`src/rtl/uart_rx_pkg.sv`:
```
package uart_rx_pkg;
  typedef enum logic [2:0] {
    RX_IDLE,
    RX_START,
    RX_DATA,
    RX_PAR,
    RX_STOP
  } rx_state_e;
endpackage

```
`src/rtl/uart_rx_sync.sv`:
```
module uart_rx_sync #(
  parameter int STAGES = 2
) (
  input  logic clk,
  input  logic rst_n,
  input  logic din,
  output logic dout
);
  logic [STAGES-1:0] pipe_q;

  generate
    for (genvar s = 0; s < STAGES; s++) begin : g_stage
      if (s == 0) begin : g_first
        always_ff @(posedge clk or negedge rst_n) begin
          if (!rst_n) pipe_q[0] <= 1'b1;
          else        pipe_q[0] <= din;
        end
      end else begin : g_next
        always_ff @(posedge clk or negedge rst_n) begin
          if (!rst_n) pipe_q[s] <= 1'b1;
          else        pipe_q[s] <= pipe_q[s-1];
        end
      end
    end
  endgenerate

  assign dout = pipe_q[STAGES-1];
endmodule

```
`src/rtl/uart_rx_core.sv`:
```
module uart_rx_core
  import uart_rx_pkg::*;
#(
  parameter int OSR = 16,
  parameter int DW  = 8
) (
  input  logic          clk,
  input  logic          rst_n,
  input  logic          active,
  input  logic          tick,
  input  logic          rxd_s,
  input  logic          len8,
  input  logic          par_on,
  output logic [DW-1:0] data,
  output logic          pbit,
  output logic          stop_ok,
  output logic          done
);
  localparam int CW = $clog2(OSR);
  localparam int BW = $clog2(DW + 1);
  localparam logic [CW-1:0] MID  = CW'(OSR / 2 - 1);
  localparam logic [CW-1:0] LAST = CW'(OSR - 1);

  rx_state_e     state_q, state_d;
  logic [CW-1:0] cnt_q, cnt_d;
  logic [BW-1:0] bitn_q, bitn_d;
  logic [DW-1:0] sh_q, sh_d;
  logic          par_q, par_d;
  logic          stop_q, stop_d;
  logic          done_q, done_d;
  logic [BW-1:0] last_bit;

  assign last_bit = len8 ? BW'(DW - 1) : BW'(DW - 2);

  always_comb begin
    state_d = state_q;
    cnt_d   = cnt_q;
    bitn_d  = bitn_q;
    sh_d    = sh_q;
    par_d   = par_q;
    stop_d  = stop_q;
    done_d  = 1'b0;
    if (!active) begin
      state_d = RX_IDLE;
      cnt_d   = '0;
      bitn_d  = '0;
      sh_d    = '0;
      par_d   = 1'b0;
      stop_d  = 1'b1;
    end else if (tick) begin
      unique case (state_q)
        RX_IDLE: begin
          cnt_d = '0;
          if (!rxd_s) state_d = RX_START;
        end
        RX_START: begin
          if (cnt_q == MID) begin
            cnt_d   = '0;
            bitn_d  = '0;
            state_d = rxd_s ? RX_IDLE : RX_DATA;
          end else begin
            cnt_d = cnt_q + 1'b1;
          end
        end
        RX_DATA: begin
          if (cnt_q == LAST) begin
            cnt_d = '0;
            sh_d  = {rxd_s, sh_q[DW-1:1]};
            if (bitn_q == last_bit) state_d = par_on ? RX_PAR : RX_STOP;
            else                    bitn_d  = bitn_q + 1'b1;
          end else begin
            cnt_d = cnt_q + 1'b1;
          end
        end
        RX_PAR: begin
          if (cnt_q == LAST) begin
            cnt_d   = '0;
            par_d   = rxd_s;
            state_d = RX_STOP;
          end else begin
            cnt_d = cnt_q + 1'b1;
          end
        end
        RX_STOP: begin
          if (cnt_q == LAST) begin
            cnt_d   = '0;
            stop_d  = rxd_s;
            done_d  = 1'b1;
            state_d = RX_IDLE;
          end else begin
            cnt_d = cnt_q + 1'b1;
          end
        end
        default: state_d = RX_IDLE;
      endcase
    end
  end

  always_ff @(posedge clk or negedge rst_n) begin
    if (!rst_n) begin
      state_q <= RX_IDLE;
      cnt_q   <= '0;
      bitn_q  <= '0;
      sh_q    <= '0;
      par_q   <= 1'b0;
      stop_q  <= 1'b1;
      done_q  <= 1'b0;
    end else begin
      state_q <= state_d;
      cnt_q   <= cnt_d;
      bitn_q  <= bitn_d;
      sh_q    <= sh_d;
      par_q   <= par_d;
      stop_q  <= stop_d;
      done_q  <= done_d;
    end
  end

  assign data    = len8 ? sh_q : {1'b0, sh_q[DW-1:1]};
  assign pbit    = par_q;
  assign stop_ok = stop_q;
  assign done    = done_q;
endmodule

```
`src/rtl/uart_rx_report.sv`:
```
module uart_rx_report #(
  parameter int DW = 8
) (
  input  logic          clk,
  input  logic          rst_n,
  input  logic          active,
  input  logic          done,
  input  logic [DW-1:0] data,
  input  logic          pbit,
  input  logic          stop_ok,
  input  logic [1:0]    par_mode,
  input  logic          err_to_done,
  input  logic          rd_ack,
  output logic [DW-1:0] rx_data,
  output logic          perr,
  output logic          ferr,
  output logic          oerr,
  output logic          done_irq,
  output logic          err_irq
);
  logic [DW-1:0] data_q, data_d;
  logic          perr_q, perr_d, ferr_q, ferr_d, oerr_q, oerr_d;
  logic          pend_q, pend_d, dirq_q, dirq_d, eirq_q, eirq_d;
  logic          p_bad, any_err;

  assign p_bad   = par_mode[1] & ((^{data, pbit}) == par_mode[0]);
  assign any_err = p_bad | ~stop_ok | (pend_q & ~rd_ack);

  always_comb begin
    data_d = data_q;
    perr_d = perr_q;
    ferr_d = ferr_q;
    oerr_d = oerr_q;
    pend_d = pend_q;
    dirq_d = 1'b0;
    eirq_d = 1'b0;
    if (!active) begin
      data_d = '0;
      perr_d = 1'b0;
      ferr_d = 1'b0;
      oerr_d = 1'b0;
      pend_d = 1'b0;
    end else if (done) begin
      data_d = data;
      perr_d = p_bad;
      ferr_d = ~stop_ok;
      oerr_d = pend_q & ~rd_ack;
      pend_d = 1'b1;
      dirq_d = ~any_err | err_to_done;
      eirq_d = any_err & ~err_to_done;
    end else if (rd_ack) begin
      pend_d = 1'b0;
    end
  end

  always_ff @(posedge clk or negedge rst_n) begin
    if (!rst_n) begin
      data_q <= '0;
      perr_q <= 1'b0;
      ferr_q <= 1'b0;
      oerr_q <= 1'b0;
      pend_q <= 1'b0;
      dirq_q <= 1'b0;
      eirq_q <= 1'b0;
    end else begin
      data_q <= data_d;
      perr_q <= perr_d;
      ferr_q <= ferr_d;
      oerr_q <= oerr_d;
      pend_q <= pend_d;
      dirq_q <= dirq_d;
      eirq_q <= eirq_d;
    end
  end

  assign rx_data  = data_q;
  assign perr     = perr_q;
  assign ferr     = ferr_q;
  assign oerr     = oerr_q;
  assign done_irq = dirq_q;
  assign err_irq  = eirq_q;
endmodule

```
`src/rtl/uart_rx_route.sv`:
```
module uart_rx_route #(
  parameter int OSR      = 16,
  parameter int DW       = 8,
  parameter int SYNC_LEN = 2
) (
  input  logic          clk,
  input  logic          rst_n,
  input  logic          pwr_on,
  input  logic          rx_en,
  input  logic          len8,
  input  logic [1:0]    par_mode,
  input  logic          err_to_done,
  input  logic          tick,
  input  logic          rxd,
  input  logic          rd_ack,
  output logic [DW-1:0] rx_data,
  output logic          perr,
  output logic          ferr,
  output logic          oerr,
  output logic          done_irq,
  output logic          err_irq
);
  logic          en_q, armed_q, armed_d, active;
  logic          rxd_s, c_done, c_pbit, c_stop;
  logic [DW-1:0] c_data;

  // arming: enable must rise while power is already on
  assign armed_d = pwr_on & rx_en & (armed_q | ~en_q);
  assign active  = armed_q & pwr_on & rx_en;

  always_ff @(posedge clk or negedge rst_n) begin
    if (!rst_n) begin
      en_q    <= 1'b0;
      armed_q <= 1'b0;
    end else begin
      en_q    <= rx_en;
      armed_q <= armed_d;
    end
  end

  uart_rx_sync #(.STAGES(SYNC_LEN)) u_sync (
    .clk(clk), .rst_n(rst_n), .din(rxd), .dout(rxd_s)
  );

  uart_rx_core #(.OSR(OSR), .DW(DW)) u_core (
    .clk(clk), .rst_n(rst_n), .active(active), .tick(tick), .rxd_s(rxd_s),
    .len8(len8), .par_on(par_mode != 2'b00), .data(c_data), .pbit(c_pbit),
    .stop_ok(c_stop), .done(c_done)
  );

  uart_rx_report #(.DW(DW)) u_report (
    .clk(clk), .rst_n(rst_n), .active(active), .done(c_done), .data(c_data),
    .pbit(c_pbit), .stop_ok(c_stop), .par_mode(par_mode),
    .err_to_done(err_to_done), .rd_ack(rd_ack), .rx_data(rx_data),
    .perr(perr), .ferr(ferr), .oerr(oerr), .done_irq(done_irq),
    .err_irq(err_irq)
  );
endmodule

```
`config.mk`:
```
export PLATFORM = sky130hd
export DESIGN_NAME = uart_rx_route
export DESIGN_NICKNAME = d
export VERILOG_FILES = /design/src/rtl/uart_rx_pkg.sv /design/src/rtl/uart_rx_sync.sv /design/src/rtl/uart_rx_core.sv /design/src/rtl/uart_rx_report.sv /design/src/rtl/uart_rx_route.sv
export SDC_FILE = /design/constraint.sdc
export NUM_CORES = 1
export LEC_CHECK = 0
export BUFFER_PORTS_ARGS = -buffer_cell sky130_fd_sc_hd__buf_2
export CAP_MARGIN = 20
export CORE_MARGIN = 4
export CORE_UTILIZATION = 55
export DETAILED_ROUTE_END_ITERATION = 12
export HOLD_SLACK_MARGIN = 0.05
export PLACE_DENSITY_LB_ADDON = 0.05
export RECOVER_POWER = 25
export SKIP_LAST_GASP = 1
export SYNTH_ARGS = -nofsm -noshare
export SYNTH_HDL_FRONTEND = slang
export SYNTH_HIERARCHICAL = 1
export SYNTH_SLANG_ARGS = --single-unit
```
`constraint.sdc`:
```
create_clock -name clk -period 2.85 [get_ports clk]
set_input_delay 0.57 -clock clk [delete_from_list [all_inputs] [get_ports clk]]
set_output_delay 0.57 -clock clk [all_outputs]
set_load 0.01 [all_outputs]
```
==> results of run 1 <==
==> logic make-up (layout without fill, tap and decap cells) <==
group / count (synthesis) / in the layout / share of synthesized area
adders and majority gates: 2 / 2 / 0.01143
and+or+nand+nor: 88 / 88 / 0.2229
xor gates and xnor gates: 11 / 11 / 0.05086
AOI/OAI and AO/OA: 47 / 47 / 0.1320
DFF: 40 / 40 / 0.4589
buffers and inverters: 22 / 43 / 0.04571
muxes: 16 / 16 / 0.07828
==> metrics by stage <==
step                utilization  total power [mW]
detailed placement       0.6187            0.6338
global route             0.6404             1.028
CTS                      0.6404            0.9953
floorplan                     -            0.6084
finish                   0.6404            0.9795
global placement         0.6187            0.6318
==> path summary, 6_finish.rpt <==
| path | start | endpoint |
|---|---|---|
| worst min-delay path | u_sync/pipe_q[0]$_DFF_PN1_ | u_sync/dout$_DFF_PN1_ |
| worst min register to register | u_sync/pipe_q[0]$_DFF_PN1_ | u_sync/dout$_DFF_PN1_ |
| worst max register to register | u_core/sh_q[6]$_DFFE_PN0P_ | u_report/err_irq$_DFF_PN0_ |
| worst max-delay path | len8 | u_report/err_irq$_DFF_PN0_ |
| min in group asynchronous | rst_n | u_report/oerr$_DFFE_PN0P_ |
| max in group asynchronous | rst_n | u_core/sh_q[1]$_DFFE_PN0P_ |
==> layer usage <==
metal,global-route usage,vias up,routed length [um]
met5,0,-,0
met4,0.07307,0,45
met3,0.04688,4,226
met2,0.2791,43,2014
met1,0.2491,799,2008
li1,-,827,-
==> synth_stat cells (all sizes together), types with 3 or more instances <==
library cell  count
xor2              3
nor2              7
nand2            23
nor3              4
and3              5
nand2b            3
and2              3
mux2              3
dfstp             3
a21oi             5
nor2b            16
o31ai             3
inv              11
o21ai            24
buf               6
dfrtp            37
nand3            14
xnor2             7
mux2i            13
clkbuf            5
==> cell usage in the layout, fill, tap and decap left out, types with 2 or more instances in the layout <==
cell type | synthesis | layout
xnor2_1 | 7 | 7
inv_1 | 11 | 11
nor2_1 | 7 | 6
or3b_1 | 2 | 2
clkbuf_8 | 0 | 5
o21ai_0 | 21 | 21
nor2b_1 | 16 | 16
and2_1 | 3 | 3
dfrtp_1 | 37 | 37
nand2b_1 | 3 | 3
nor3_1 | 3 | 3
and3_1 | 5 | 5
o21ai_1 | 3 | 3
mux2_4 | 2 | 2
ha_1 | 2 | 2
nand3_1 | 14 | 14
nand2_1 | 22 | 22
a211o_1 | 2 | 2
xor2_1 | 3 | 3
a21o_1 | 2 | 2
clkbuf_1 | 5 | 2
dfstp_2 | 3 | 3
nand3b_1 | 2 | 2
a21oi_1 | 5 | 5
o21a_1 | 2 | 2
buf_2 | 2 | 23
o31ai_1 | 3 | 3
mux2i_1 | 13 | 13
==> power by group <==
part	total, mW	leakage, nW	switching, mW	internal (mW)
combinational	0.0473	0.490	0.0313	0.0159
clock	0.358	0.0422	0.186	0.172
sequential	0.575	0.546	0.00297	0.572
total	0.979	1.08	0.220	0.760
==> flip-flops by register name (all words and copies together) (netlist names), 3 cells and up <==
register / flops
u_core/sh_q: 8
u_report/rx_data: 8
u_core/bitn_q: 4
u_core/cnt_q: 4
u_core/state_q: 3
==> cell type report <==
class / instances / area share
multi-input combinational: 164 / 0.4535
sequential: 40 / 0.4191
timing repair buffer: 24 / 0.05115
clock buffer: 7 / 0.03184
tap: 48 / 0.02505
inverter: 11 / 0.01722
clock inverter: 1 / 0.002088
==> reports/results.ini, run 1 <==
[detailed_routing]
viasPerCell=5.671
final_antenna_net_count=0
wl_per_cell_um=14.56
drt_iter0_markers=74
dr.pass1.iters=4
vias=1673
wirelength_um=4295
drc=0

[critical_path]
max_stage_delay_ns=0.50
crit_buf_inv=1
critical_path.top_delay_family=XOR/XNOR gates
reg2reg_depth=5
worstPathRequired_ns=3.06
r2r_slack_ns=0.85
critPathMaxFanout=15
start_kind=input port
crit_cells=6
critical_path_class=input port to register
cpMaxStageDelayCell=xnor3_2
arrival_ns=2.39
worstSetupEndpointType=register
path_cells=buf_2, mux2_2, xor2_1, xnor3_2, or3b_1, a31oi_1

[clocking]
clk_pin_slew_ns=0.07
cts-buffers-inserted=5
cts.repair.resized=0
cts_tree=done
clock_latency_ns=0.29
hold_buffers=0
cts_setup_buffers=0
cts_max_path_buffers=2
root_buffer=clkbuf_8
cts.sinks=40
ctsHtreeMaxLevel=2

[yosys]
synth_area_um2=2190
synth_top_area_share=0.4229
synth-warning-count=6
synth_top_area_cell=dfrtp_1
ys.flop_type=dfrtp_1
syn_inst=226
ys_seq_area_frac=0.4589
ys_ff_latch=40
synth-edff-count=0
yosysUniqueCellTypes=52
syn-num-nets=239
synthTopCellsByArea=dfrtp_1, mux2i_1, o21ai_0, nor2b_1, nand2_1
syn_avg_cell_area_um2=9.688
async_flop_share=1.000

[sta]
rsz0062_at_grt=no
max_freq_mhz=458.0
hold_slack_ns=0.3603
tightest_slew_ns=0.8692
finalCritPeriodShare=0.7662
finalMaxSlewViolations=0
finalHoldViolCount=0
fin_skew_ns=0.006617
setup_viol=0
relSlewSlack=0.4205
worst_slack_ns=0.6664
setup_tns_ns=0
period_minus_slack_ns=2.184

[final_layout]
regArea_um2=1005
nNetsFinal=259
n_fill_cell=345
drive_gt1_frac=0.1781
n_antenna_cell=0
multiInputGateArea_um2=1087
final_cell_area_um2=2397
area_growth_pct=9.486
final_cells=295

[power_and_ir_drop]
leakagePower_nw=1.078
vdd.ir_drop.worst_mv=0.2445
power_density_nw_per_um2=408.6

[die]
die_x_um=71.10
core_um2=3744
dieArea_um2=5055
die_y_um=71.10
floorplan.initialDensity=0.5849
ios=24
placementRows=22

[worst_hold_path]
hold_path.class=register to register
holdPathStages=0

[global_routing]
grtUsageTotal=0.1828
overflow=0
grt_pass1_wl_um=7452
grt_max_degree=41
grt_pass1_vias=1620
antenna_found_initial=0

[place]
io_buffers=23
post-place-ws_ns=0.4005
hpwl_um=3034
dp.cells=287
post_dp_cell_area_um2=2316
place.gp.congestion=0.8592

[run_status]
outcome=completed

[run]
maxCapViolCount=0

No activity file was read; power rests on OpenSTA's default activity.
==> run 2: changes to the inputs <==
- clock period: 2.85 -> 2.1 ns (I/O delays scaled with it)
==> run 2 against run 1 <==
Against the previous run: total power grew 49%; count of clock-buffer cells in the layout shrank 1; hold slack lost 0.13 ns; combinational power grew 41%; via count grew 0.78%; global-route usage grew 0.36 points.
==> reports/results.ini, run 2 (synthesized netlist as in run 1, its figures left out) <==
[die]
ios=24  ; unchanged
floorplan.initialDensity=0.5849  ; unchanged
die_x_um=71.10  ; unchanged
core_um2=3744  ; unchanged
die_y_um=71.10  ; unchanged
dieArea_um2=5055  ; unchanged
placementRows=22  ; unchanged

[critical_path]
critical_path_class=register to register  ; was input port to register
critPathMaxFanout=5  ; was 15
r2r_slack_ns=0.09  ; was 0.85 ns
crit_buf_inv=0  ; was 1
path_cells=mux2_2, xor2_1, xnor3_2, or3b_1, a31oi_1  ; was buf_2, mux2_2, xor2_1, xnor3_2, or3b_1, a31oi_1
crit_cells=5  ; was 6
critical_path.top_delay_family=XOR/XNOR gates  ; unchanged
worstPathRequired_ns=2.31  ; was 3.06 ns
start_kind=register  ; was input port
arrival_ns=2.22  ; was 2.39 ns
worstSetupEndpointType=register  ; unchanged
max_stage_delay_ns=0.50  ; about the same
cpMaxStageDelayCell=xnor3_2  ; unchanged
r2r-end=u_report/err_irq$_DFF_PN0_  ; unchanged
reg2reg_depth=5  ; unchanged
r2r-start=u_core/sh_q[6]$_DFFE_PN0P_  ; unchanged

[run]
maxCapViolCount=0  ; unchanged

[detailed_routing]
final_antenna_net_count=0  ; unchanged
vias=1686  ; was 1673
dr.pass1.iters=4  ; unchanged
viasPerCell=5.601  ; was 5.671
wirelength_um=4322  ; was 4295 um
wl_per_cell_um=14.36  ; was 14.56 um
drt_iter0_markers=72  ; was 74
drc=0  ; unchanged

[final_layout]
final_common_cell=dfrtp_1  ; unchanged
final_cell_mix=dfrtp_1, nand2_1, buf_2  ; was dfrtp_1, buf_2, nand2_1
n_antenna_cell=0  ; unchanged
area_growth_pct=12.57  ; was 9.486%
post-route-util=0.6584  ; was 0.6404
nNetsFinal=265  ; was 259
drive_gt1_frac=0.1976  ; was 0.1781

[power_and_ir_drop]
p_comb_frac=0.046  ; was 0.048
leakagePower_nw=1.119  ; was 1.078 nW
power_density_nw_per_um2=590.4  ; was 408.6 nW/um2
switching_power_mw=0.3032  ; was 0.2200 mW
sw_frac_of_total=0.2083  ; was 0.2246
clockPowerShare=0.418  ; was 0.365
vdd.ir_drop.worst_mv=0.3393  ; was 0.2445 mV
p_int_mw=1.152  ; was 0.7595 mW
power.share.sequential=0.536  ; was 0.587

[clocking]
cts_setup_buffers=0  ; unchanged
hold_buffers=0  ; unchanged
clk_pin_slew_ns=0.08  ; was 0.07 ns
cts_max_path_buffers=2  ; unchanged
cts_tree=done  ; unchanged
cts.sinks=40  ; unchanged
ctsHtreeMaxLevel=2  ; unchanged
clock_latency_ns=0.29  ; about the same
cts-buffers-inserted=5  ; unchanged
root_buffer=clkbuf_8  ; unchanged

[sta]
fin_skew_ns=0.005846  ; was 0.006617 ns
finalMaxSlewViolations=0  ; unchanged
setup_viol=0  ; unchanged
relSlewSlack=0.3531  ; was 0.4205
rsz0062_at_grt=no  ; unchanged
finalCritPeriodShare=0.9556
finalHoldViolCount=0  ; unchanged
setup_tns_ns=0  ; unchanged
tightest_slew_ns=0.9704  ; was 0.8692 ns
max_freq_mhz=498.3
period_minus_slack_ns=2.007

[global_routing]
grtUsageTotal=0.1864  ; was 0.1828
antenna_found_initial=0  ; unchanged
grt_pass1_wl_um=7507  ; was 7452 um
overflow=0  ; unchanged
grt_max_degree=41  ; unchanged
grt_pass1_vias=1610  ; was 1620

[worst_hold_path]
hold_path.class=input port to register  ; was register to register
hold-path-endpoint=u_sync/pipe_q[0]$_DFF_PN1_  ; was u_sync/dout$_DFF_PN1_
holdPathStages=1  ; was 0
hp-start=rxd  ; was u_sync/pipe_q[0]$_DFF_PN1_

[place]
hpwl_um=3120  ; was 3034 um
place.gp.congestion=0.8759  ; was 0.8592
io_buffers=23  ; unchanged

[run_status]
outcome=completed  ; unchanged

[run 2: layout make-up]
type | count | area [um2]
clock buffers | 6 | 72.57
clock inverters | 2 | 35.03
fillers | 324 | 1279
inverters | 11 | 41.29
multi-input cells | 164 | 1087
flip-flops and latches | 40 | 1005
well taps | 48 | 60.06
repair buffers | 30 | 163.9
[run 2: per-layer routing]
metal / global-route usage / share of wire / vias up
met4: 0.06263 / 0.0044 / 0
li1: - / - / 845
met2: 0.2925 / 0.48 / 42
met5: 0 / 0 / -
met3: 0.04688 / 0.054 / 2
met1: 0.2527 / 0.46 / 797
[run 2: power by group through the flow]
stage          Sequential [mW]  Combinational, mW  Clock [mW]
4_1_cts                  0.780             0.0693       0.621
3_3_place_gp             0.794             0.0663           0
3_5_place_dp             0.795             0.0688           0
2_1_floorplan            0.793             0.0329           0
6_report                 0.780             0.0669       0.609
5_1_grt                  0.780             0.0771       0.666
[run 2: through the flow]
| step | setup WS, ns | hold WS (ns) | cell area [um2] | instances | total power [mW] |
|---|---|---|---|---|---|
| floorplan | 0.07949 | 0.1244 | 2190 | 226 | 0.8257 |
| global placement | -0.02288 | 0.3466 | 2361 | 293 | 0.8608 |
| detailed placement | -0.08135 | 0.3479 | 2361 | 293 | 0.8634 |
| CTS | 0.08334 | 0.1947 | 2469 | 301 | 1.470 |
| global route | 0.01503 | 0.2160 | 2465 | 301 | 1.523 |
| finish | 0.09327 | 0.2305 | 2465 | 301 | 1.455 |
[run 2: worst max path at each step]
stage	start	end
after floorplan	len8	u_report/err_irq$_DFF_PN0_
after global placement	len8	u_report/err_irq$_DFF_PN0_
after detailed placement	len8	u_report/err_irq$_DFF_PN0_
after CTS	u_core/sh_q[5]$_DFFE_PN0P_	u_report/err_irq$_DFF_PN0_
after global routing	u_core/state_q[1]$_DFFE_PN0P_	u_core/sh_q[7]$_DFFE_PN0P_
final	u_core/sh_q[6]$_DFFE_PN0P_	u_report/err_irq$_DFF_PN0_
[run 2: worst register-to-register path, stage by stage (launching register included)]
cell and delay (ns):
dfrtp_1 0.42, mux2_2 0.30, xor2_1 0.19, xnor3_2 0.50, or3b_1 0.39, a31oi_1 0.14
[run 2: repair_timing]
action | 4_1_cts | 5_1_grt
resized for setup | 0 | 1
setup endpoints to repair | 0 | 2
endpoints found under the hold margin | 0 | 0
